==> config.mk <==
export PLATFORM = sky130hd
export DESIGN_NAME = alarm_irq_unit
export DESIGN_NICKNAME = d
export VERILOG_FILES = /design/src/rtl/alarm_irq_pkg.sv /design/src/rtl/alarm_regs.sv /design/src/rtl/alarm_match.sv /design/src/rtl/irq_flags.sv /design/src/rtl/alarm_irq_unit.sv
export SDC_FILE = /design/constraint.sdc
export NUM_CORES = 1
export LEC_CHECK = 0
export ABC_AREA = 1
export ABC_CLOCK_PERIOD_IN_PS = 1000
export BUFFER_PORTS_ARGS = -buffer_cell sky130_fd_sc_hd__buf_2
export CELL_PAD_IN_SITES_DETAIL_PLACEMENT = 0
export CELL_PAD_IN_SITES_GLOBAL_PLACEMENT = 1
export CORE_ASPECT_RATIO = 0.9
export CORE_MARGIN = 4
export CORE_UTILIZATION = 30
export CTS_CLUSTER_SIZE = 28
export DETAILED_ROUTE_END_ITERATION = 10
export GPL_TIMING_DRIVEN = 0
export PLACE_DENSITY = 0.71
export SYNTH_ARGS = -nofsm -noshare
export SYNTH_HDL_FRONTEND = slang
export SYNTH_SLANG_ARGS = --single-unit
export TNS_END_PERCENT = 10
==> constraint.sdc <==
create_clock -name clk -period 1 [get_ports clk]
set_clock_uncertainty 0.1 [all_clocks]
set_input_delay 0.2 -clock clk [delete_from_list [all_inputs] [get_ports clk]]
set_output_delay 0.2 -clock clk [all_outputs]
set_load 0.01 [all_outputs]
==> src/rtl/alarm_irq_pkg.sv <==
package alarm_irq_pkg;
  localparam int DW      = 8;
  localparam int AW      = 3;
  localparam int MIN_W   = 7;
  localparam int HOUR_W  = 6;
  localparam int DAY_W   = 6;
  localparam int WDAY_W  = 3;
  localparam int NFIELD  = 4;
  localparam int OFF_B   = DW - 1;

  localparam logic [AW-1:0] ADR_CS   = 3'd0;
  localparam logic [AW-1:0] ADR_MIN  = 3'd1;
  localparam logic [AW-1:0] ADR_HOUR = 3'd2;
  localparam logic [AW-1:0] ADR_DAY  = 3'd3;
  localparam logic [AW-1:0] ADR_WDAY = 3'd4;

  localparam int AIE_B = 0;
  localparam int TIE_B = 1;
  localparam int AF_B  = 2;
  localparam int TF_B  = 3;

  typedef struct packed {
    logic [MIN_W-1:0]  mn;
    logic [HOUR_W-1:0] hr;
    logic [DAY_W-1:0]  dy;
    logic [WDAY_W-1:0] wd;
  } cal_t;
endpackage

==> src/rtl/alarm_regs.sv <==
module alarm_regs
  import alarm_irq_pkg::*;
(
  input  logic          clk,
  input  logic          rst_n,
  input  logic          wr,
  input  logic [AW-1:0] addr,
  input  logic [DW-1:0] wdata,
  output cal_t          alm,
  output logic [NFIELD-1:0] off,
  output logic [DW-1:0] rdata
);
  cal_t              alm_q, alm_d;
  logic [NFIELD-1:0] off_q, off_d;

  always_comb begin
    alm_d = alm_q;
    off_d = off_q;
    if (wr) begin
      unique case (addr)
        ADR_MIN:  begin alm_d.mn = wdata[MIN_W-1:0];  off_d[0] = wdata[OFF_B]; end
        ADR_HOUR: begin alm_d.hr = wdata[HOUR_W-1:0]; off_d[1] = wdata[OFF_B]; end
        ADR_DAY:  begin alm_d.dy = wdata[DAY_W-1:0];  off_d[2] = wdata[OFF_B]; end
        ADR_WDAY: begin alm_d.wd = wdata[WDAY_W-1:0]; off_d[3] = wdata[OFF_B]; end
        default: ;
      endcase
    end
  end

  always_ff @(posedge clk or negedge rst_n) begin
    if (!rst_n) begin
      alm_q <= '0;
      off_q <= '1;
    end else begin
      alm_q <= alm_d;
      off_q <= off_d;
    end
  end

  always_comb begin
    rdata = '0;
    unique case (addr)
      ADR_MIN:  rdata = {off_q[0], {(DW-1-MIN_W){1'b0}},  alm_q.mn};
      ADR_HOUR: rdata = {off_q[1], {(DW-1-HOUR_W){1'b0}}, alm_q.hr};
      ADR_DAY:  rdata = {off_q[2], {(DW-1-DAY_W){1'b0}},  alm_q.dy};
      ADR_WDAY: rdata = {off_q[3], {(DW-1-WDAY_W){1'b0}}, alm_q.wd};
      default:  rdata = '0;
    endcase
  end

  assign alm = alm_q;
  assign off = off_q;
endmodule

==> src/rtl/alarm_match.sv <==
module alarm_match
  import alarm_irq_pkg::*;
(
  input  logic              clk,
  input  logic              rst_n,
  input  logic              tick,
  input  cal_t              now,
  input  cal_t              alm,
  input  logic [NFIELD-1:0] off,
  output logic              hit
);
  logic [NFIELD-1:0] fld_eq;
  logic              all_eq;
  logic              prev_q, prev_d;

  assign fld_eq[0] = (now.mn == alm.mn);
  assign fld_eq[1] = (now.hr == alm.hr);
  assign fld_eq[2] = (now.dy == alm.dy);
  assign fld_eq[3] = (now.wd == alm.wd);

  assign all_eq = (|(~off)) && (&(fld_eq | off));

  always_comb begin
    prev_d = prev_q;
    if (tick) prev_d = all_eq;
  end

  always_ff @(posedge clk or negedge rst_n) begin
    if (!rst_n) prev_q <= 1'b0;
    else        prev_q <= prev_d;
  end

  assign hit = tick && all_eq && !prev_q;

  AST_HIT_ON_TICK:  assert property (@(posedge clk) disable iff (!rst_n) hit |-> tick);
  AST_NO_REFIRE:    assert property (@(posedge clk) disable iff (!rst_n) hit |=> !hit);
  AST_ALL_OFF_IDLE: assert property (@(posedge clk) disable iff (!rst_n) (&off) |-> !hit);
endmodule

==> src/rtl/irq_flags.sv <==
module irq_flags
  import alarm_irq_pkg::*;
(
  input  logic          clk,
  input  logic          rst_n,
  input  logic          wr,
  input  logic [DW-1:0] wdata,
  input  logic          alarm_hit,
  input  logic          timer_evt,
  output logic          af,
  output logic          tf,
  output logic          aie,
  output logic          tie,
  output logic          irq_n
);
  logic af_q, af_d, tf_q, tf_d, aie_q, aie_d, tie_q, tie_d;

  always_comb begin
    af_d  = af_q;
    tf_d  = tf_q;
    aie_d = aie_q;
    tie_d = tie_q;
    if (wr) begin
      af_d  = af_q & wdata[AF_B];
      tf_d  = tf_q & wdata[TF_B];
      aie_d = wdata[AIE_B];
      tie_d = wdata[TIE_B];
    end
    if (alarm_hit) af_d = 1'b1;
    if (timer_evt) tf_d = 1'b1;
  end

  always_ff @(posedge clk or negedge rst_n) begin
    if (!rst_n) begin
      af_q <= 1'b0; tf_q <= 1'b0; aie_q <= 1'b0; tie_q <= 1'b0;
    end else begin
      af_q <= af_d; tf_q <= tf_d; aie_q <= aie_d; tie_q <= tie_d;
    end
  end

  assign af    = af_q;
  assign tf    = tf_q;
  assign aie   = aie_q;
  assign tie   = tie_q;
  assign irq_n = ~((af_q & aie_q) | (tf_q & tie_q));

  AST_AF_SOURCE: assert property (@(posedge clk) disable iff (!rst_n) $rose(af_q) |-> $past(alarm_hit));
  AST_AF_STICKY: assert property (@(posedge clk) disable iff (!rst_n)
                   (af_q && !(wr && !wdata[AF_B])) |=> af_q);
  AST_AF_CLEAR:  assert property (@(posedge clk) disable iff (!rst_n)
                   (wr && !wdata[AF_B] && !alarm_hit) |=> !af_q);
  AST_TF_SET:    assert property (@(posedge clk) disable iff (!rst_n) timer_evt |=> tf_q);
endmodule

==> src/rtl/alarm_irq_unit.sv <==
module alarm_irq_unit
  import alarm_irq_pkg::*;
(
  input  logic              clk,
  input  logic              rst_n,
  input  logic              tick,
  input  logic [MIN_W-1:0]  now_min,
  input  logic [HOUR_W-1:0] now_hour,
  input  logic [DAY_W-1:0]  now_day,
  input  logic [WDAY_W-1:0] now_wday,
  input  logic              timer_evt,
  input  logic              reg_wr,
  input  logic [AW-1:0]     reg_addr,
  input  logic [DW-1:0]     reg_wdata,
  output logic [DW-1:0]     reg_rdata,
  output logic              alarm_flag,
  output logic              timer_flag,
  output logic              irq_n
);
  logic [1:0]        rst_sync;
  logic              rst_q;
  cal_t              now, alm;
  logic [NFIELD-1:0] off;
  logic [DW-1:0]     alm_rdata;
  logic              hit, aie, tie;
  logic              cs_wr;

  always_ff @(posedge clk or negedge rst_n) begin
    if (!rst_n) rst_sync <= 2'b00;
    else        rst_sync <= {rst_sync[0], 1'b1};
  end
  assign rst_q = rst_sync[1];

  assign now   = '{mn: now_min, hr: now_hour, dy: now_day, wd: now_wday};
  assign cs_wr = reg_wr && (reg_addr == ADR_CS);

  alarm_regs u_regs (
    .clk(clk), .rst_n(rst_q), .wr(reg_wr), .addr(reg_addr), .wdata(reg_wdata),
    .alm(alm), .off(off), .rdata(alm_rdata)
  );

  alarm_match u_match (
    .clk(clk), .rst_n(rst_q), .tick(tick), .now(now), .alm(alm), .off(off), .hit(hit)
  );

  irq_flags u_flags (
    .clk(clk), .rst_n(rst_q), .wr(cs_wr), .wdata(reg_wdata), .alarm_hit(hit),
    .timer_evt(timer_evt), .af(alarm_flag), .tf(timer_flag), .aie(aie), .tie(tie),
    .irq_n(irq_n)
  );

  always_comb begin
    if (reg_addr == ADR_CS) begin
      reg_rdata        = '0;
      reg_rdata[AIE_B] = aie;
      reg_rdata[TIE_B] = tie;
      reg_rdata[AF_B]  = alarm_flag;
      reg_rdata[TF_B]  = timer_flag;
    end else begin
      reg_rdata = alm_rdata;
    end
  end

  AST_IRQ_HAS_CAUSE: assert property (@(posedge clk) disable iff (!rst_q)
                       !irq_n |-> (alarm_flag || timer_flag));
endmodule

* Word-level counts from Yosys, hierarchy flattened
Cells that the tools add are included.
** Storage, ports and cells
- Memories kept :: 0
- Bits in latches :: 0
- Bits in registers :: 33
- Input port bits :: 38
- Memory bits (writable) :: 0
- Bits in read-only memories :: 0
** Cells by class
- Div/mod/pow operators :: 0
- Bitwise logic cells :: 8
- Reductions and logical operators :: 14
- Shifts and indexed selects :: 0
- Muxes and demuxes :: 6
- $mul :: 0
- $lt $le $gt $ge :: 0
- Equal/unequal tests :: 8
- $add $sub $neg :: 0
** Operator list (count)
- one-hot mux 8 bit (4 select lines) :: 1
- == test 6 bit :: 2
- two-way mux 8 bit :: 1
- AND reduction 2 bit :: 4
- == test 7 bit :: 1
- == test 3 x 2 -> 1 bit (second input constant) :: 2
- AND 1 bit :: 4
- logical AND 1 bit :: 4
- two-way mux 1 bit :: 4
- inverter 4 bit :: 1
- OR 4 bit :: 1
- AND reduction 4 bit :: 1
- nonzero test 2 bit :: 2
- OR reduction 4 bit :: 1
- == test 3 x 1 -> 1 bit (second input constant) :: 1
- == test 3 bit :: 1
- == test 3 bit (second input constant) :: 1
- zero test 3 bit :: 1
- zero test 1 bit :: 1
- inverter 1 bit :: 1
- OR 1 bit :: 1

* Logic depth before layout (Yosys ltp)
Gate-level depths: netlist of run 1.
- Depth in word-level cells :: 7
- Mapped depth :: 11

* Hierarchy
From an unflattened synthesis of run 1, not the netlist that was laid out.
** Second synthesis, totals
- Cell total of the unflattened synthesis :: 315
- Area, all modules :: 2183.3 µm²
** By module, submodules not included
- alarm_regs :: seq. area each 655.6 µm², instances 1, cells an instance 175, area an instance 1393.8 µm²
- alarm_match :: seq. area each 25.0 µm², instances 1, cells an instance 87, area an instance 427.9 µm²
- alarm_irq_unit :: seq. area each 50.0 µm², instances 1, cells an instance 29, area an instance 183.9 µm²
- irq_flags :: seq. area each 100.1 µm², instances 1, cells an instance 24, area an instance 177.7 µm²

* Worst setup path after synthesis of run 1
Ideal clock, no wire load.
- Path type :: flip-flop to flip-flop
- Start :: register u_regs.off_q[2] (netlist: u_regs.off[2])
- End :: register u_match.prev_q
- Cell stages (with the launch flop) :: 7
- Setup time :: 0.126 ns
- Slack :: -0.170 ns
- Arrival :: 0.944 ns
- Data required time :: 0.774 ns
- Clock period less this slack :: 1.170 ns
- Buffers on the path :: 0
- Path through :: dfstp_2 > nand3_1 > o21a_1 > nand2_1 > nor2_1 > nand2_1 > o21ai_0
** Between the ends
- Word-level cells in the longest chain between the ends :: 3
- Elaborated cells on any way between the ends :: 5
- Those cells by class :: bitwise (2); reduce/logical (3)
** RTL lines
- start, declared :: RTL line alarm_regs.sv:14 : logic [NFIELD-1:0] off_q, off_d;
- start signal, assigned :: RTL line alarm_regs.sv:33 : off_q <= '1;
- start signal, assigned :: RTL line alarm_regs.sv:36 : off_q <= off_d;
- OR 4 bit / inverter 4 bit (equally long branches) :: RTL line alarm_match.sv:21 : assign all_eq = (|(~off)) && (&(fld_eq | off));
- AND reduction 4 bit / OR reduction 4 bit (equally long branches) :: RTL line alarm_match.sv:21
- logical AND 1 bit * :: RTL line alarm_match.sv:21
- end signal, assigned :: RTL line alarm_match.sv:30 : else prev_q <= prev_d;
- end, declared :: RTL line alarm_match.sv:14 : logic prev_q, prev_d;
Mark *: on every way between the ends. The rest lies on a longest branch, timed or not.
A chain may end at the register's enable or synchronous reset.

* Worst setup path after layout of run 1
- Start :: register u_regs.off_q[3] (netlist: u_regs.off[3])
- End :: output port reg_rdata[7]
** Between the ends
- Word-level cells in the longest chain between the ends :: 2
** RTL lines
- one-hot mux 8 bit (4 select lines) :: RTL line alarm_regs.sv:42 : unique case (addr)
- two-way mux 8 bit :: RTL line alarm_irq_unit.sv:53 : if (reg_addr == ADR_CS) begin
- end, declared :: RTL line alarm_irq_unit.sv:15 : output logic [DW-1:0] reg_rdata,
No other way between the ends.

==> impl_metrics.env, run 1 <==
export IMPL_groute_usage_overall_pct=14.4
export IMPL_grt_pass1_vias=1775
export IMPL_arrival_ns=1.26
export IMPL_failed_checks="setup timing"
export IMPL_timing_rr_end="u_flags.af"
export IMPL_grt_max_degree=32
export IMPL_design_area_um2=2580
export IMPL_outcome="finished, violations left"
export IMPL_vias=1823
export IMPL_htreeDepth=2
export IMPL_place_area_um2=2290
export IMPL_wl_um=5410
export IMPL_setup_viol=22
export IMPL_initial_core_util_pct=31.3
export IMPL_core_area_um2=6180
export IMPL_finalSetupTns_ns=-5.04
export IMPL_r2r_slack_ns=-0.42
export IMPL_hold_viol_final=0
export IMPL_grt_antenna_before_repair=0
export IMPL_maxSlewViolCount=0
export IMPL_portBuffers=48
export IMPL_yosysTopAreaCell="dfrtp_1"
export IMPL_die_w_um=92.6
export IMPL_syn_mean_instance_area_um2=7.38
export IMPL_crit_required_ns=0.70
export IMPL_die_area_um2=7800
export IMPL_syn_to_final_growth_pct=33.4
export IMPL_drc=0
export IMPL_clock_fmax_mhz=639
export IMPL_cts_root_buf="clkbuf_8"
export IMPL_synth_top_area_share_pct=37.5
export IMPL_cts_tree="done"
export IMPL_fp_dieH_um=84.2
export IMPL_crit_type="register to output port"
export IMPL_syn_cell_area_um2=1930
export IMPL_min_path_cells=2
export IMPL_hold_start="timer_evt"
export IMPL_fin_cells=418
export IMPL_p_per_area_nw_per_um2=1670
export IMPL_p_leak_nw=1.41
export IMPL_cts_buffers=5
export IMPL_finalPower_mw=4.32
export IMPL_yosysSeqAreaShare_pct=42.9
export IMPL_cp_end_kind="output port"
export IMPL_post_route_period_util_pct=156
export IMPL_post_route_min_period_ns=1.56
export IMPL_postRouteAntennaNets=0
export IMPL_rows=27
export IMPL_ys_seq_elements=33
export IMPL_reg2reg_from="u_regs.off[3]"
export IMPL_drt_pass1_iter_count=4
export IMPL_boundaryPins=49
export IMPL_cp_start_kind="register"
export IMPL_path_clk_slew_ns=0.07
export IMPL_synthCells=262
export IMPL_fin_nets=368
export IMPL_drive_above_1_share_pct=36.6
export IMPL_wl_per_cell_um=12.9
export IMPL_ys_warn_count=0
export IMPL_cts_sinks=33
export IMPL_cp_max_fo=2
export IMPL_overflow=0
export IMPL_worst_slack_ns=-0.564
export IMPL_drv_cap=0
export IMPL_synth_area_leaders="dfrtp_1 (38%), nand2_1 (17%), inv_1 (8.9%), dfstp_2 (5.4%), o21ai_2 (5.4%)"
export IMPL_grt_pass1_wl_um=8880
export IMPL_globalplace_congestion=0.742
export IMPL_rsz0062_at_grt="yes"
export IMPL_fillCellCount=675
export IMPL_hpwl_um=4110
export IMPL_drt_iter0_drc=78
export IMPL_hp_class="primary input to register"
export IMPL_dp_cells=397
export IMPL_antenna_cells=0
export IMPL_holdPathEnd="u_flags.tf"
export IMPL_clock_path_buffers=2
export IMPL_r2r_cells=8
export IMPL_peakVddDrop_uv=877
export IMPL_ys_types=28
export IMPL_via_per_inst=4.36
export IMPL_syn_nets=300
export IMPL_clk_latency_ns=0.29
==> worst max-delay path, cell delays in order (launching register included) <==
cell and delay [ns]:
dfstp_2 0.54, inv_2 0.04, o22ai_2 0.12, inv_1 0.06, o221ai_2 0.05, buf_2 0.16
==> worst max path at each step <==
stage | depth (start not counted) | from | to | slack [ns]
CTS | 5 | u_regs.off[3] | reg_rdata[7] | -0.59
global placement | 0 | rst_sync[1] | u_regs.alm[19] | -0.54
detailed placement | 0 | rst_sync[1] | u_regs.alm[19] | -0.53
floorplan | 6 | u_regs.off[2] | u_flags.af | -0.16
global route | 5 | u_regs.alm[16] | reg_rdata[1] | -0.63
finish | 5 | u_regs.off[3] | reg_rdata[7] | -0.56
==> state kept, by name, indices dropped and copies added, names as in the netlist <==
| signal | count |
|---|---|
| u_regs.alm | 22 |
| u_regs.off | 4 |
| rst_sync | 2 |
| u_flags.af | 1 |
| u_flags.aie | 1 |
| u_flags.tf | 1 |
| u_flags.tie | 1 |
| u_match.prev_q | 1 |
==> repair_timing <==
| action | CTS | global route |
|---|---|---|
| endpoints found under the hold margin | 2 | 0 |
| resized for setup | 8 | 19 |
| hold buffers | 1 | 0 |
| setup endpoints to repair | 50 | 59 |
| pin swaps | 6 | 11 |
| buffers inserted | 9 | 3 |
==> area by class of cell <==
class	instances	area [um^2]	area share (%)
Buffer	3	33.8	1.31
Clock buffer	7	86.3	3.34
Clock inverter	1	30.0	1.16
Inverter	51	194	7.51
Multi-Input combinational cell	175	943	36.5
Sequential cell	33	835	32.3
Tap cell	87	109	4.22
Timing Repair Buffer	61	350	13.6
==> synthesized netlist by cell type <==
cell type and count:
nor2_4 1, o21bai_1 1, o21ai_2 12, nand2_2 4, o221ai_1 3, nand2_1 89
nand2_4 1, o2111ai_1 1, buf_6 3, o21ai_0 9, conb_1 1, nand3_2 1
a22oi_1 1, a211oi_1 1, a211o_1 1, inv_2 5, nand4_1 1, nor2_1 18
xor2_1 3, inv_1 46, o22ai_1 2, dfstp_2 4, nand3_1 5, dfrtp_1 29
xnor2_1 6, o21ai_1 12, a21oi_2 1, o21a_1 1
==> kinds of logic (layout without fill, tap and decap cells) <==
| kind of cell | count (synthesis) | in the layout | synth area share (%) |
|---|---|---|---|
| compound gates | 45 | 45 | 15.8 |
| other cells | 1 | 1 | 0.194 |
| flops | 33 | 33 | 42.9 |
| buf+inv | 54 | 123 | 11.6 |
| xor+xnor | 9 | 9 | 4.08 |
| simple gates | 120 | 120 | 25.4 |
==> placed cells by master (no fill, tap or decap), types with 2 or more instances in the layout <==
master | Yosys | layout
xor2_1 | 3 | 3
buf_2 | 0 | 47
clkbuf_8 | 0 | 6
nor2_1 | 18 | 15
nand2_2 | 4 | 6
inv_1 | 46 | 38
dfrtp_1 | 29 | 28
nand2_4 | 1 | 2
nor2_2 | 0 | 3
o21ai_0 | 9 | 7
dfstp_2 | 4 | 4
buf_6 | 3 | 5
inv_2 | 5 | 12
o21ai_1 | 12 | 13
xnor2_1 | 6 | 6
o22ai_2 | 0 | 2
nand3_1 | 5 | 4
o221ai_1 | 3 | 2
nand2_1 | 89 | 86
o21ai_2 | 12 | 13
buf_4 | 0 | 11
==> metal layers <==
metal	global-route usage, %	routed length [um]
met1	21.3	2720
met2	21.6	2340
met3	3.14	313
met4	3.20	43
met5	0	0
==> through the flow <==
stage | setup WS (ns) | hold WS, ns | util [%]
detailed placement | -0.530 | -0.113 | 37.1
CTS | -0.589 | 0.00569 | 40.6
global placement | -0.535 | -0.114 | 37.1
global route | -0.629 | 0.0182 | 41.8
finish | -0.564 | 0.00750 | 41.8
floorplan | -0.158 | -0.196 | -
==> power breakdown <==
| part | switching, mW | leakage, nW | internal, mW |
|---|---|---|---|
| Combinational | 0.617 | 0.948 | 0.560 |
| Clock | 0.517 | 0.0585 | 0.813 |
| Sequential | 0.223 | 0.401 | 1.59 |
| Total | 1.36 | 1.41 | 2.96 |
Note: power is estimated with default switching activity, not from simulation.
==> run 2: changes to the inputs <==
CORE_UTILIZATION = 34   (was 30)
PLACE_DENSITY = 0.79   (was 0.71)
==> run 2 against run 1 <==
Against the previous run: the flow still finishes with violations (setup timing); critical path type unchanged; highest routed layer unchanged; die area down 11%; global-route usage rose by 1.6 points; largest cell class unchanged; sequential share of layout area increased by 0.19 points; flip-flop and latch count did not move; routed wire length decreased by 3.4%; critical path depth unchanged.
==> impl_metrics.env, run 2 (synthesized netlist as in run 1, its figures left out) <==
export IMPL_antenna_cells=0
export IMPL_r2r_cells=10
export IMPL_path_clk_slew_ns=0.07
export IMPL_cp_max_fo=2
export IMPL_min_path_cells=2
export IMPL_maxSlewViolCount=0
export IMPL_initial_core_util_pct=36.0
export IMPL_wl_per_cell_um=13.1
export IMPL_grt_pass1_vias=1757
export IMPL_drt_pass1_iter_count=4
export IMPL_largest_register_ffs=22
export IMPL_grt_antenna_before_repair=0
export IMPL_fin_cells=398
export IMPL_fin_nets=368
export IMPL_portBuffers=48
export IMPL_finalSetupTns_ns=-5.01
export IMPL_drc=0
export IMPL_clockPowerShare_pct=27.1
export IMPL_die_w_um=87.5
export IMPL_crit_type="register to output port"
export IMPL_arrival_ns=1.29
export IMPL_switching_share_pct=32.8
export IMPL_intPower_mw=2.78
export IMPL_drive_above_1_share_pct=38.7
export IMPL_grt_pass1_wl_um=8460
export IMPL_htreeDepth=2
export IMPL_clock_fmax_mhz=630
export IMPL_dp_cells=377
export IMPL_timing_rr_end="u_match.prev_q"
export IMPL_power_frac_comb_pct=28.7
export IMPL_cp_start_kind="register"
export IMPL_outcome="finished, violations left"
export IMPL_cp_end_kind="output port"
export IMPL_hold_viol_final=0
export IMPL_postRouteAntennaNets=0
export IMPL_worst_slack_ns=-0.587
export IMPL_hp_class="primary input to register"
export IMPL_mostFrequentLayoutCells="nand2_1 (85), buf_2 (47), inv_1 (35)"
export IMPL_cts_tree="done"
export IMPL_rsz0062_at_grt="yes"
export IMPL_clock_path_buffers=2
export IMPL_via_per_inst=4.64
export IMPL_setup_viol=16
export IMPL_syn_to_final_growth_pct=32.7
export IMPL_vias=1846
export IMPL_crit_required_ns=0.70
export IMPL_drv_cap=0
export IMPL_hpwl_um=3990
export IMPL_post_route_period_util_pct=159
export IMPL_clk_latency_ns=0.29
export IMPL_wl_um=5230
export IMPL_fp_dieH_um=79.6
export IMPL_p_per_area_nw_per_um2=1610
export IMPL_fillCellCount=578
export IMPL_drt_iter0_drc=94
export IMPL_failed_checks="setup timing"
export IMPL_place_ws_ns=-0.514
export IMPL_globalplace_congestion=0.781
export IMPL_r2r_slack_ns=-0.41
export IMPL_grt_max_degree=32
export IMPL_post_route_min_period_ns=1.59
export IMPL_core_area_um2=5380
export IMPL_post_route_util_pct=47.7
export IMPL_die_area_um2=6960
export IMPL_power_frac_seq_pct=44.1
export IMPL_layout_commonest_cell="nand2_1"
export IMPL_boundaryPins=49
export IMPL_cts_buffers=5
export IMPL_cts_root_buf="clkbuf_8"
export IMPL_p_leak_nw=1.41
export IMPL_groute_usage_overall_pct=16.0
export IMPL_overflow=0
export IMPL_p_sw_mw=1.36
export IMPL_rows=25
export IMPL_hold_start="tick"
export IMPL_peakVddDrop_uv=800
export IMPL_cts_sinks=33
export IMPL_reg2reg_from="u_regs.alm[9]"
export IMPL_holdPathEnd="u_match.prev_q"
-- run 2: worst max-delay path, stage by stage (launching register included) --
cell      delay [ns]
dfstp_2         0.54
inv_2           0.04
o22ai_2         0.14
inv_1           0.06
o221ai_2        0.05
buf_2           0.15
-- run 2: worst max path at each step --
stage                     endpoint  slack, ns     startpoint
finish                reg_rdata[7]      -0.59  u_regs.off[3]
global placement    u_regs.alm[19]      -0.47    rst_sync[1]
CTS                   reg_rdata[7]      -0.60  u_regs.off[3]
global route          reg_rdata[7]      -0.66  u_regs.off[3]
detailed placement  u_regs.alm[19]      -0.51    rst_sync[1]
floorplan               u_flags.af      -0.16  u_regs.off[2]
-- run 2: area by class of cell --
| class | instances | area, um^2 | area share (%) |
|---|---|---|---|
| clock buffer | 7 | 96.3 | 3.75 |
| buffer | 3 | 42.5 | 1.66 |
| sequential | 33 | 835 | 32.5 |
| timing repair buffer | 61 | 350 | 13.7 |
| clock inverter | 1 | 5.00 | 0.195 |
| multi-input combinational | 175 | 960 | 37.4 |
| inverter | 51 | 194 | 7.56 |
| tap | 67 | 83.8 | 3.27 |
-- run 2: power groups by stage --
stage          clock [mW]  sequential (mW)  combinational (mW)
2_1_floorplan           0             1.79               0.663
3_3_place_gp            0             1.86               0.928
3_5_place_dp            0             1.86               0.944
4_1_cts              1.14             1.82                1.14
5_1_grt              1.21             1.87                1.34
6_report             1.12             1.82                1.19
-- run 2: routing by layer --
layer	global-route usage, %	vias up	wire length [um]
met2	24.4	51	2260
met3	3.72	7	307
met4	5.37	0	78
li1	-	948	-
met1	22.2	840	2580
met5	0	-	0
-- run 2: stage by stage --
stage | hold WS, ns | instance area [um^2] | power (mW)
finish | 0.0104 | 2570 | 4.14
global route | 0.0133 | 2570 | 4.41
detailed placement | -0.113 | 2270 | 2.81
global placement | -0.114 | 2270 | 2.78
CTS | 0.00598 | 2500 | 4.10
floorplan | -0.196 | 1950 | 2.45
-- run 2: what timing repair did --
action                                 in CTS  in global routing
endpoints found under the hold margin       2                  0
setup endpoints to repair                  46                 59
pin swaps                                   8                 18
gates cloned                                0                  0
setup buffers                              11                  2
gates resized for setup                    17                 20
hold buffers                                1                  0
